--- config.mk ---
export PLATFORM = sky130hd
export DESIGN_NAME = capture_glitch_filter
export DESIGN_NICKNAME = d
export VERILOG_FILES = /design/src/rtl/cgf_pkg.sv /design/src/rtl/cgf_sync.sv /design/src/rtl/cgf_edge_detect.sv /design/src/rtl/cgf_delay_sel.sv /design/src/rtl/cgf_qualifier.sv /design/src/rtl/capture_glitch_filter.sv
export SDC_FILE = /design/constraint.sdc
export NUM_CORES = 1
export LEC_CHECK = 0
export ABC_AREA = 1
export BUFFER_PORTS_ARGS = -buffer_cell sky130_fd_sc_hd__buf_2
export CAP_MARGIN = 20
export CELL_PAD_IN_SITES_DETAIL_PLACEMENT = 0
export CELL_PAD_IN_SITES_GLOBAL_PLACEMENT = 1
export CORE_UTILIZATION = 40
export CTS_CLUSTER_SIZE = 20
export DETAILED_ROUTE_END_ITERATION = 10
export GPL_TIMING_DRIVEN = 0
export PLACE_DENSITY = 0.9
export REMOVE_ABC_BUFFERS = 1
export SYNTH_ARGS = -nofsm -noshare
export SYNTH_HDL_FRONTEND = slang
export SYNTH_HIERARCHICAL = 1
export SYNTH_SLANG_ARGS = --single-unit
--- constraint.sdc ---
create_clock -name clk -period 1.9 [get_ports clk]
set_input_delay 0.095 -clock clk [delete_from_list [all_inputs] [get_ports clk]]
set_output_delay 0.095 -clock clk [all_outputs]
set_load 0.05 [all_outputs]
--- src/rtl/cgf_pkg.sv ---
// Package: shared types and helper functions for the capture glitch filter.
// Assumes: nothing beyond IEEE 1800-2017 constant function evaluation.
package cgf_pkg;

    // Edge selection encoding seen on the edge_sel port.
    typedef enum logic [1:0] {
        EDGE_NONE = 2'b00,
        EDGE_RISE = 2'b01,
        EDGE_FALL = 2'b10,
        EDGE_BOTH = 2'b11
    } edge_mode_e;

    // Larger of two unsigned values, for parameter derivation.
    function automatic int unsigned max_u(input int unsigned a, input int unsigned b);
        return (a > b) ? a : b;
    endfunction

endpackage

--- src/rtl/cgf_sync.sv ---
// Module: cgf_sync
// Brings an asynchronous pin into the clock domain with a STAGES-deep flop
// chain and also provides the synchronized level one cycle older.
// Assumes: STAGES >= 2; the reset value of every stage is 0.
module cgf_sync #(
    parameter int unsigned STAGES = 2
) (
    input  logic clk,
    input  logic rst_n,
    input  logic pin_raw,
    output logic lvl,
    output logic lvl_prev
);

    localparam int unsigned CHAIN = STAGES + 1;

    logic [CHAIN-1:0] chain_q;

    // Shift the pin through the synchronizer and one extra history flop.
    always_ff @(posedge clk) begin
        if (!rst_n) begin
            chain_q <= '0;
        end else begin
            chain_q <= {chain_q[CHAIN-2:0], pin_raw};
        end
    end

    assign lvl      = chain_q[STAGES-1];
    assign lvl_prev = chain_q[STAGES];

endmodule

--- src/rtl/cgf_edge_detect.sv ---
// Module: cgf_edge_detect
// Flags a selected edge of the synchronized level in the cycle in which the
// new level first appears.
// Assumes: lvl_prev is lvl delayed by exactly one clock.
module cgf_edge_detect
    import cgf_pkg::*;
(
    input  logic       lvl,
    input  logic       lvl_prev,
    input  logic [1:0] edge_sel,
    output logic       edge_hit
);

    edge_mode_e mode;
    logic       rise;
    logic       fall;

    // Classify the transition and match it against the selection.
    always_comb begin
        mode     = edge_mode_e'(edge_sel);
        rise     = lvl & ~lvl_prev;
        fall     = ~lvl & lvl_prev;
        unique case (mode)
            EDGE_NONE: edge_hit = 1'b0;
            EDGE_RISE: edge_hit = rise;
            EDGE_FALL: edge_hit = fall;
            EDGE_BOTH: edge_hit = rise | fall;
            default:   edge_hit = 1'b0;
        endcase
    end

endmodule

--- src/rtl/cgf_delay_sel.sv ---
// Module: cgf_delay_sel
// Turns the delay code and precision bit into a wait length in cycles.
// A length of zero means bypass.
// Assumes: DLY_W >= 2; the coarse lengths are 2**(BASE_LOG2-1+code) for
// codes 1..3.
module cgf_delay_sel #(
    parameter int unsigned DLY_W     = 8,
    parameter int unsigned STEP_LOG2 = 2,
    parameter int unsigned BASE_LOG2 = 8,
    parameter int unsigned LEN_W     = 11
) (
    input  logic [DLY_W-1:0] dly_code,
    input  logic             fine_mode,
    output logic [LEN_W-1:0] dly_len
);

    logic [LEN_W-1:0] fine_len;
    logic [LEN_W-1:0] coarse_len;

    // Compute both candidate lengths and pick one by mode.
    always_comb begin
        fine_len = (LEN_W'(dly_code) + LEN_W'(1)) << STEP_LOG2;
        if (dly_code[1:0] == 2'b00) begin
            coarse_len = '0;
        end else begin
            coarse_len = LEN_W'(1) << (BASE_LOG2 - 1 + 32'(dly_code[1:0]));
        end
        dly_len = fine_mode ? fine_len : coarse_len;
    end

endmodule

--- src/rtl/cgf_qualifier.sv ---
// Module: cgf_qualifier
// Runs the wait counter. It captures the pre-edge level on an accepted
// edge, counts down and rechecks the level at the end of the wait, then
// emits the pulse.
// Assumes: dly_len is either 0 (bypass) or between 1 and 2**CNT_W.
module cgf_qualifier #(
    parameter int unsigned CNT_W = 10,
    parameter int unsigned LEN_W = 11
) (
    input  logic             clk,
    input  logic             rst_n,
    input  logic             edge_hit,
    input  logic             lvl,
    input  logic             lvl_prev,
    input  logic [LEN_W-1:0] dly_len,
    output logic             busy,
    output logic [CNT_W-1:0] cnt,
    output logic             ref_lvl,
    output logic             qual_pulse
);

    logic bypass;

    assign bypass = (dly_len == '0);

    // Wait state machine: load on an accepted edge, count down, recheck at zero.
    always_ff @(posedge clk) begin
        if (!rst_n) begin
            busy       <= 1'b0;
            cnt        <= '0;
            ref_lvl    <= 1'b0;
            qual_pulse <= 1'b0;
        end else begin
            qual_pulse <= 1'b0;
            if (busy) begin
                if (cnt == '0) begin
                    busy       <= 1'b0;
                    qual_pulse <= (lvl != ref_lvl);
                end else begin
                    cnt <= cnt - CNT_W'(1);
                end
            end else if (edge_hit) begin
                if (bypass) begin
                    qual_pulse <= 1'b1;
                end else begin
                    busy    <= 1'b1;
                    cnt     <= CNT_W'(dly_len - LEN_W'(1));
                    ref_lvl <= lvl_prev;
                end
            end
        end
    end

endmodule

--- src/rtl/capture_glitch_filter.sv ---
// Module: capture_glitch_filter (top)
// Qualifies edges on a capture pin with a delay-then-recheck filter.
// Assumes: pin_raw is asynchronous; the bus clock is clk; reset is
// synchronous and active low.
module capture_glitch_filter
    import cgf_pkg::*;
#(
    parameter int unsigned DLY_W       = 8,
    parameter int unsigned SYNC_STAGES = 2,
    parameter int unsigned STEP_LOG2   = 2,
    parameter int unsigned BASE_LOG2   = 8
) (
    input  logic             clk,
    input  logic             rst_n,
    input  logic             pin_raw,
    input  logic [1:0]       edge_sel,
    input  logic [DLY_W-1:0] dly_code,
    input  logic             fine_mode,
    output logic             qual_pulse
);

    localparam int unsigned FINE_MAX   = (2 ** DLY_W) << STEP_LOG2;
    localparam int unsigned COARSE_MAX = 1 << (BASE_LOG2 + 2);
    localparam int unsigned MAX_LEN    = max_u(FINE_MAX, COARSE_MAX);
    localparam int unsigned CNT_W      = $clog2(MAX_LEN);
    localparam int unsigned LEN_W      = CNT_W + 1;

    logic             sync_lvl;
    logic             sync_prev;
    logic             edge_hit;
    logic [LEN_W-1:0] dly_len;
    logic             busy;
    logic [CNT_W-1:0] cnt;
    logic             ref_lvl;

    cgf_sync #(
        .STAGES (SYNC_STAGES)
    ) i_sync (
        .clk      (clk),
        .rst_n    (rst_n),
        .pin_raw  (pin_raw),
        .lvl      (sync_lvl),
        .lvl_prev (sync_prev)
    );

    cgf_edge_detect i_edge (
        .lvl      (sync_lvl),
        .lvl_prev (sync_prev),
        .edge_sel (edge_sel),
        .edge_hit (edge_hit)
    );

    cgf_delay_sel #(
        .DLY_W     (DLY_W),
        .STEP_LOG2 (STEP_LOG2),
        .BASE_LOG2 (BASE_LOG2),
        .LEN_W     (LEN_W)
    ) i_dsel (
        .dly_code  (dly_code),
        .fine_mode (fine_mode),
        .dly_len   (dly_len)
    );

    cgf_qualifier #(
        .CNT_W (CNT_W),
        .LEN_W (LEN_W)
    ) i_qual (
        .clk        (clk),
        .rst_n      (rst_n),
        .edge_hit   (edge_hit),
        .lvl        (sync_lvl),
        .lvl_prev   (sync_prev),
        .dly_len    (dly_len),
        .busy       (busy),
        .cnt        (cnt),
        .ref_lvl    (ref_lvl),
        .qual_pulse (qual_pulse)
    );

endmodule

After elaboration in Yosys (flattened, before gate mapping)
Cells that the tools add are included.

storage, ports and cells
  bits in registers = 16
  logic and storage cells = 45
  output and inout port bits = 1

operators by class
  shift operators = 1
  $add $sub $neg = 4
  multiplexer cells = 15
  bitwise operators = 7
  equal/unequal tests = 6
  reduce and logical (&&, ||, !) cells = 7

operator list
  operator                                                                 count
  10-bit two-way mux                                                       4
  1-bit by 32-bit << shifter with 11-bit output, first input constant      1
  11-bit two-way mux                                                       2
  10-bit by 1-bit subtractor with 10-bit output, second input constant     2
  11-bit zero test                                                         1
  10-bit zero test                                                         1
  8-bit by 1-bit adder with 9-bit output, second input constant            1
  1-bit two-way mux                                                        8
  3-bit AND reduction                                                      2
  3-bit by 2-bit adder with 4-bit output, first input constant             1
  2-bit == test, second input constant                                     2
  2-bit zero test                                                          2
  1-bit inverter                                                           4
  1-bit case mux with 4 select lines                                       1
  1-bit AND                                                                2
  2-bit by 1-bit == test with 1-bit output, second input constant          1
  2-bit by 1-bit inequality test with 1-bit output, second input constant  1
  2-bit inequality test, second input constant                             1
  2-bit nonzero test                                                       1
  1-bit inequality test                                                    1
  1-bit OR                                                                 1

Logic depth before layout (Yosys ltp)
  depth in word-level cells = 8
  mapped depth = 16
  gate-level depth less buffers = 16

Cells and area by module
Netlist, hierarchy kept.

modules (own cells, without submodules)
  module           seq. area each (um^2)  cells an instance  times used  area an instance (um^2)
  cgf_qualifier    260.2                  171                1           947.2
  cgf_delay_sel    0.0                    61                 1           346.6
  cgf_sync         60.1                   9                  1           82.6
  cgf_edge_detect  0.0                    11                 1           63.8

Worst setup path before layout
Ideal clock, no wire load.

  path type = input to register
  from = input port dly_code[0]
  to = register i_qual.cnt[0]
  cell stages on the path = 14
  arrival = 1.549 ns
  path slack = 0.235 ns
  data required time = 1.784 ns
  path buffers = 1
  path through = inv_1 -> ha_1 -> or2_2 -> nand2_1 -> nor2_1 -> nor2_1 -> inv_1 -> nor2_1 -> nand2_1 -> nand2_2 -> nand2_1 -> buf_2 -> o21ai_0 -> nor2_1

RTL lines
  element                                                                RTL line                     source
  start, declared                                                        capture_glitch_filter.sv:17  input logic [DLY_W-1:0] dly_code,
  3-bit by 2-bit adder with 4-bit output                                 cgf_delay_sel.sv:26          coarse_len = LEN_W'(1) << (BASE_LOG2 - 1 + 32'(dly_code[1:0]));
  1-bit by 32-bit << shifter with 11-bit output                          cgf_delay_sel.sv:26
  11-bit two-way mux                                                     cgf_delay_sel.sv:23          if (dly_code[1:0] == 2'b00) begin
  11-bit two-way mux (*)                                                 cgf_delay_sel.sv:28          dly_len = fine_mode ? fine_len : coarse_len;
  net dly_len[9]                                                         capture_glitch_filter.sv:31  logic [LEN_W-1:0] dly_len;
  11-bit zero test (*)                                                   cgf_qualifier.sv:24          assign bypass = (dly_len == '0);
  2-bit by 1-bit inequality test with 1-bit output (no source line) (*)  n/a
  3-bit AND reduction (no source line) (*)                               n/a
  end signal, assigned                                                   cgf_qualifier.sv:40          cnt <= cnt - CNT_W'(1);
  end signal, assigned                                                   cgf_qualifier.sv:47          cnt <= CNT_W'(dly_len - LEN_W'(1));
  end, declared                                                          cgf_qualifier.sv:17          output logic [CNT_W-1:0] cnt,

Mark *: on every way through the listed nets, which the timed path passes. The rest lies on a longest branch. The select of a mux whose other input is x is not followed.
A chain may end at the register's enable or synchronous reset.

Worst setup path after layout
  from = register i_sync.chain_q[1]
  to = register i_qual.cnt[2]

on the way
  word-level cells in the longest chain between the ends = 6

ends and longest elaborated chain
  element                                   RTL line                     source
  start, declared                           cgf_sync.sv:17               logic [CHAIN-1:0] chain_q;
  start signal, assigned                    cgf_sync.sv:24               chain_q <= {chain_q[CHAIN-2:0], pin_raw};
  1-bit inverter                            cgf_edge_detect.sv:22        fall = ~lvl & lvl_prev;
  1-bit AND                                 cgf_edge_detect.sv:22
  1-bit OR                                  cgf_edge_detect.sv:27        EDGE_BOTH: edge_hit = rise | fall;
  1-bit case mux with 4 select lines (*)    cgf_edge_detect.sv:23        unique case (mode)
  net edge_hit                              capture_glitch_filter.sv:30  logic edge_hit;
  2-bit nonzero test (no source line) (*)   n/a
  3-bit AND reduction (no source line) (*)  n/a

Mark *: on every way through the listed nets, which the timed path passes. The rest lies on a longest branch.

==> flow_metrics.env <==
export IMPL_status="finished clean"
export IMPL_placed_area_sq_um=1540
export IMPL_final_area_sq_um=1630
export IMPL_clock_fmax_mhz=588
export IMPL_synthDistinctLibCells=25
export IMPL_finalHoldViolCount=0
export IMPL_timing_max_cap_violations=0
export IMPL_setup_ws_ps=199
export IMPL_dieWidth_um=62
export IMPL_path_class="register to register"
export IMPL_final_common_cell="nand2_1"
export IMPL_skew_ps=10.5
export IMPL_utilization=0.480
export IMPL_worstPathArrival_ps=1890
export IMPL_cts_buffers=3
export IMPL_mostFrequentLayoutCells="68 x nand2_1, 45 x inv_1, 42 x nor2_1, 23 x nand3_1"
export IMPL_relSlewSlack=0.715
export IMPL_final_fill_count=377
export IMPL_areaGrowthSynthToFinish_pct=13.0
export IMPL_hpwlAfterDp_um=2400
export IMPL_p_leak_uw=0.000891
export IMPL_route_detailed_drc=0
export IMPL_ff_latch_area_sq_um=325
export IMPL_grt_overflow_total=0
export IMPL_grt_pass1_wl_um=4930
export IMPL_viasPerCell=4.63
export IMPL_wire_per_inst_um=10.1
export IMPL_portBuffers=14
export IMPL_drive_above_1_share=0.145
export IMPL_htree_levels=1
export IMPL_irDropWorstVdd_mv=0.423
export IMPL_r2r_start="i_sync/chain_q[1]"
export IMPL_power_density_nw_per_um2=600
export IMPL_ioPinCount=15
export IMPL_fp_dieArea_sq_um=3840
export IMPL_yosys_warnings=6
export IMPL_rsz0062_at_grt="no"
export IMPL_core_sq_um=3390
export IMPL_combinationalPowerShare=0.368
export IMPL_power_frac_clock=0.234
export IMPL_synth_ff_latch_count=16
export IMPL_min_path_type="input port to register"
export IMPL_grt_pass1_vias=1163
export IMPL_clk_pin_slew_ps=100
export IMPL_antenna_cells=0
export IMPL_syn_area_sq_um=1440
export IMPL_multiInputGateArea_sq_um=942
export IMPL_critPathMaxFanout=7
export IMPL_min_from="rst_n"
export IMPL_antenna_found_initial=0
export IMPL_firstDrtPassIters=5
export IMPL_die_y_um=62
export IMPL_swShare=0.376
export IMPL_crit_start="i_sync/chain_q[1]"
export IMPL_synth_avg_cell_area_sq_um=5.71
export IMPL_ant_nets=0
export IMPL_grt_max_degree=17
export IMPL_finalCritPeriodShare=0.895
export IMPL_critPathCaptureType="register"
export IMPL_drv_slew=0
export IMPL_ys_seq_area_frac=0.222
export IMPL_cp_required_ps=2090
export IMPL_cts_path_max_buffers=2
export IMPL_track_usage=0.174
export IMPL_routed_via_count=1459
export IMPL_fp_row_count=21
export IMPL_syn_inst=252
export IMPL_wl_um=3180
export IMPL_root_buffer="clkbuf_4"
export IMPL_pwr_share_seq=0.398
export IMPL_switching_power_uw=367
export IMPL_dr_first_iter_drc_count=43
export IMPL_clk_latency_ps=300
export IMPL_initial_core_util=0.425
export IMPL_setup_violations=0
export IMPL_cts_tree="yes"
export IMPL_start_kind="register"
export IMPL_worst_pin_slew_ps=424
export IMPL_gp_congestion=0.781
export IMPL_nNetsFinal=295
export IMPL_finalCriticalPeriod_ps=1700
export IMPL_power_internal_uw=610
export IMPL_clock_sinks=16
export IMPL_place_ws_ps=-408
[power by group through the flow]
| stage | combinational (uW) | sequential (uW) | clock (uW) |
|---|---|---|---|
| finish | 359 | 389 | 229 |
| global placement | 335 | 397 | 0 |
| global route | 414 | 394 | 255 |
| CTS | 343 | 389 | 240 |
| detailed placement | 339 | 397 | 0 |
| floorplan | 257 | 391 | 0 |
[stage by stage]
step	TNS, ps	std cells	total power, uW	hold slack (ps)
6_report	0	315	977	150
5_1_grt	0	315	1060	161
4_1_cts	0	313	973	144
3_5_place_dp	-3510	308	735	284
3_3_place_gp	-3100	308	732	275
2_1_floorplan	0	248	648	188
[registers in the layout, indices dropped and copies added, names as in the netlist]
name and count:
i_sync/chain_q 3, i_qual/cnt 10, i_qual/qual_pulse 1, i_qual/busy 1, i_qual/ref_lvl 1
[worst paths after layout]
check                           cells past startpoint           endpoint  slack, ps
worst min register to register                      2  i_sync/chain_q[1]        410
worst max-delay path                               12      i_qual/cnt[2]        200
worst max register to register                     12      i_qual/cnt[2]        200
worst min-delay path                                3  i_sync/chain_q[0]        150
[cell usage after synthesis]
cell type / count / area [sq um]
nand3b_1: 1 / 7.51
ha_1: 11 / 138
nand3b_2: 1 / 11.3
inv_2: 1 / 3.75
buf_2: 1 / 5.00
nand3_2: 1 / 10.0
dfxtp_1: 16 / 320
or2_0: 1 / 6.26
inv_1: 45 / 169
clkbuf_1: 1 / 3.75
or2_2: 2 / 12.5
a21oi_1: 5 / 25.0
nand2_2: 3 / 18.8
o21ai_1: 4 / 20.0
nand3_1: 23 / 115
o22ai_1: 2 / 12.5
nand2_1: 69 / 259
a21boi_0: 1 / 7.51
buf_6: 2 / 22.5
nor2_2: 3 / 18.8
o21ai_0: 10 / 50.1
o21ai_2: 2 / 17.5
inv_4: 1 / 6.26
o21bai_1: 2 / 15.0
nor2_1: 44 / 165
[per-layer routing]
| layer | global-route usage | part of all wire | vias up |
|---|---|---|---|
| met3 | 0.0435 | 0.034 | 5 |
| met2 | 0.280 | 0.43 | 32 |
| met5 | 0 | 0 | - |
| li1 | - | - | 801 |
| met4 | 0.0381 | 0.0079 | 0 |
| met1 | 0.233 | 0.52 | 621 |
[worst max-delay path: stages, from the launching register on]
cell and delay (ps):
dfxtp_2 380, inv_1 50, ha_1 270, inv_1 60
nand3_1 60, nand3_1 80, nand2_1 50, inv_1 130
nand2_4 110, nand2_4 120, inv_1 100, nor2_1 110
nor2_1 60
[final cells by class]
class	instances	area share
clock buffer	4	0.0223
tap	46	0.0354
timing repair buffer	16	0.0538
multi-input combinational	186	0.579
sequential	16	0.200
inverter	47	0.110
[cells by family (layout without fill, tap and decap cells)]
group | after synthesis | count (layout) | synth area share
AND/OR/NAND/NOR | 148 | 149 | 0.434
adder cells (fa/ha/maj) | 11 | 11 | 0.0956
buffers and inverters | 51 | 67 | 0.146
AO/OA/AOI/OAI | 26 | 26 | 0.103
flip-flops | 16 | 16 | 0.222
[what timing repair did]
item                                   4_1_cts  5_1_grt
hold buffers                                 1        0
endpoints found under the hold margin        1        0
resized for setup                            2        7
setup buffers                                0        1
cloned                                       0        1
setup endpoints to repair                    6       10
Note: power is estimated with default switching activity, not from simulation.
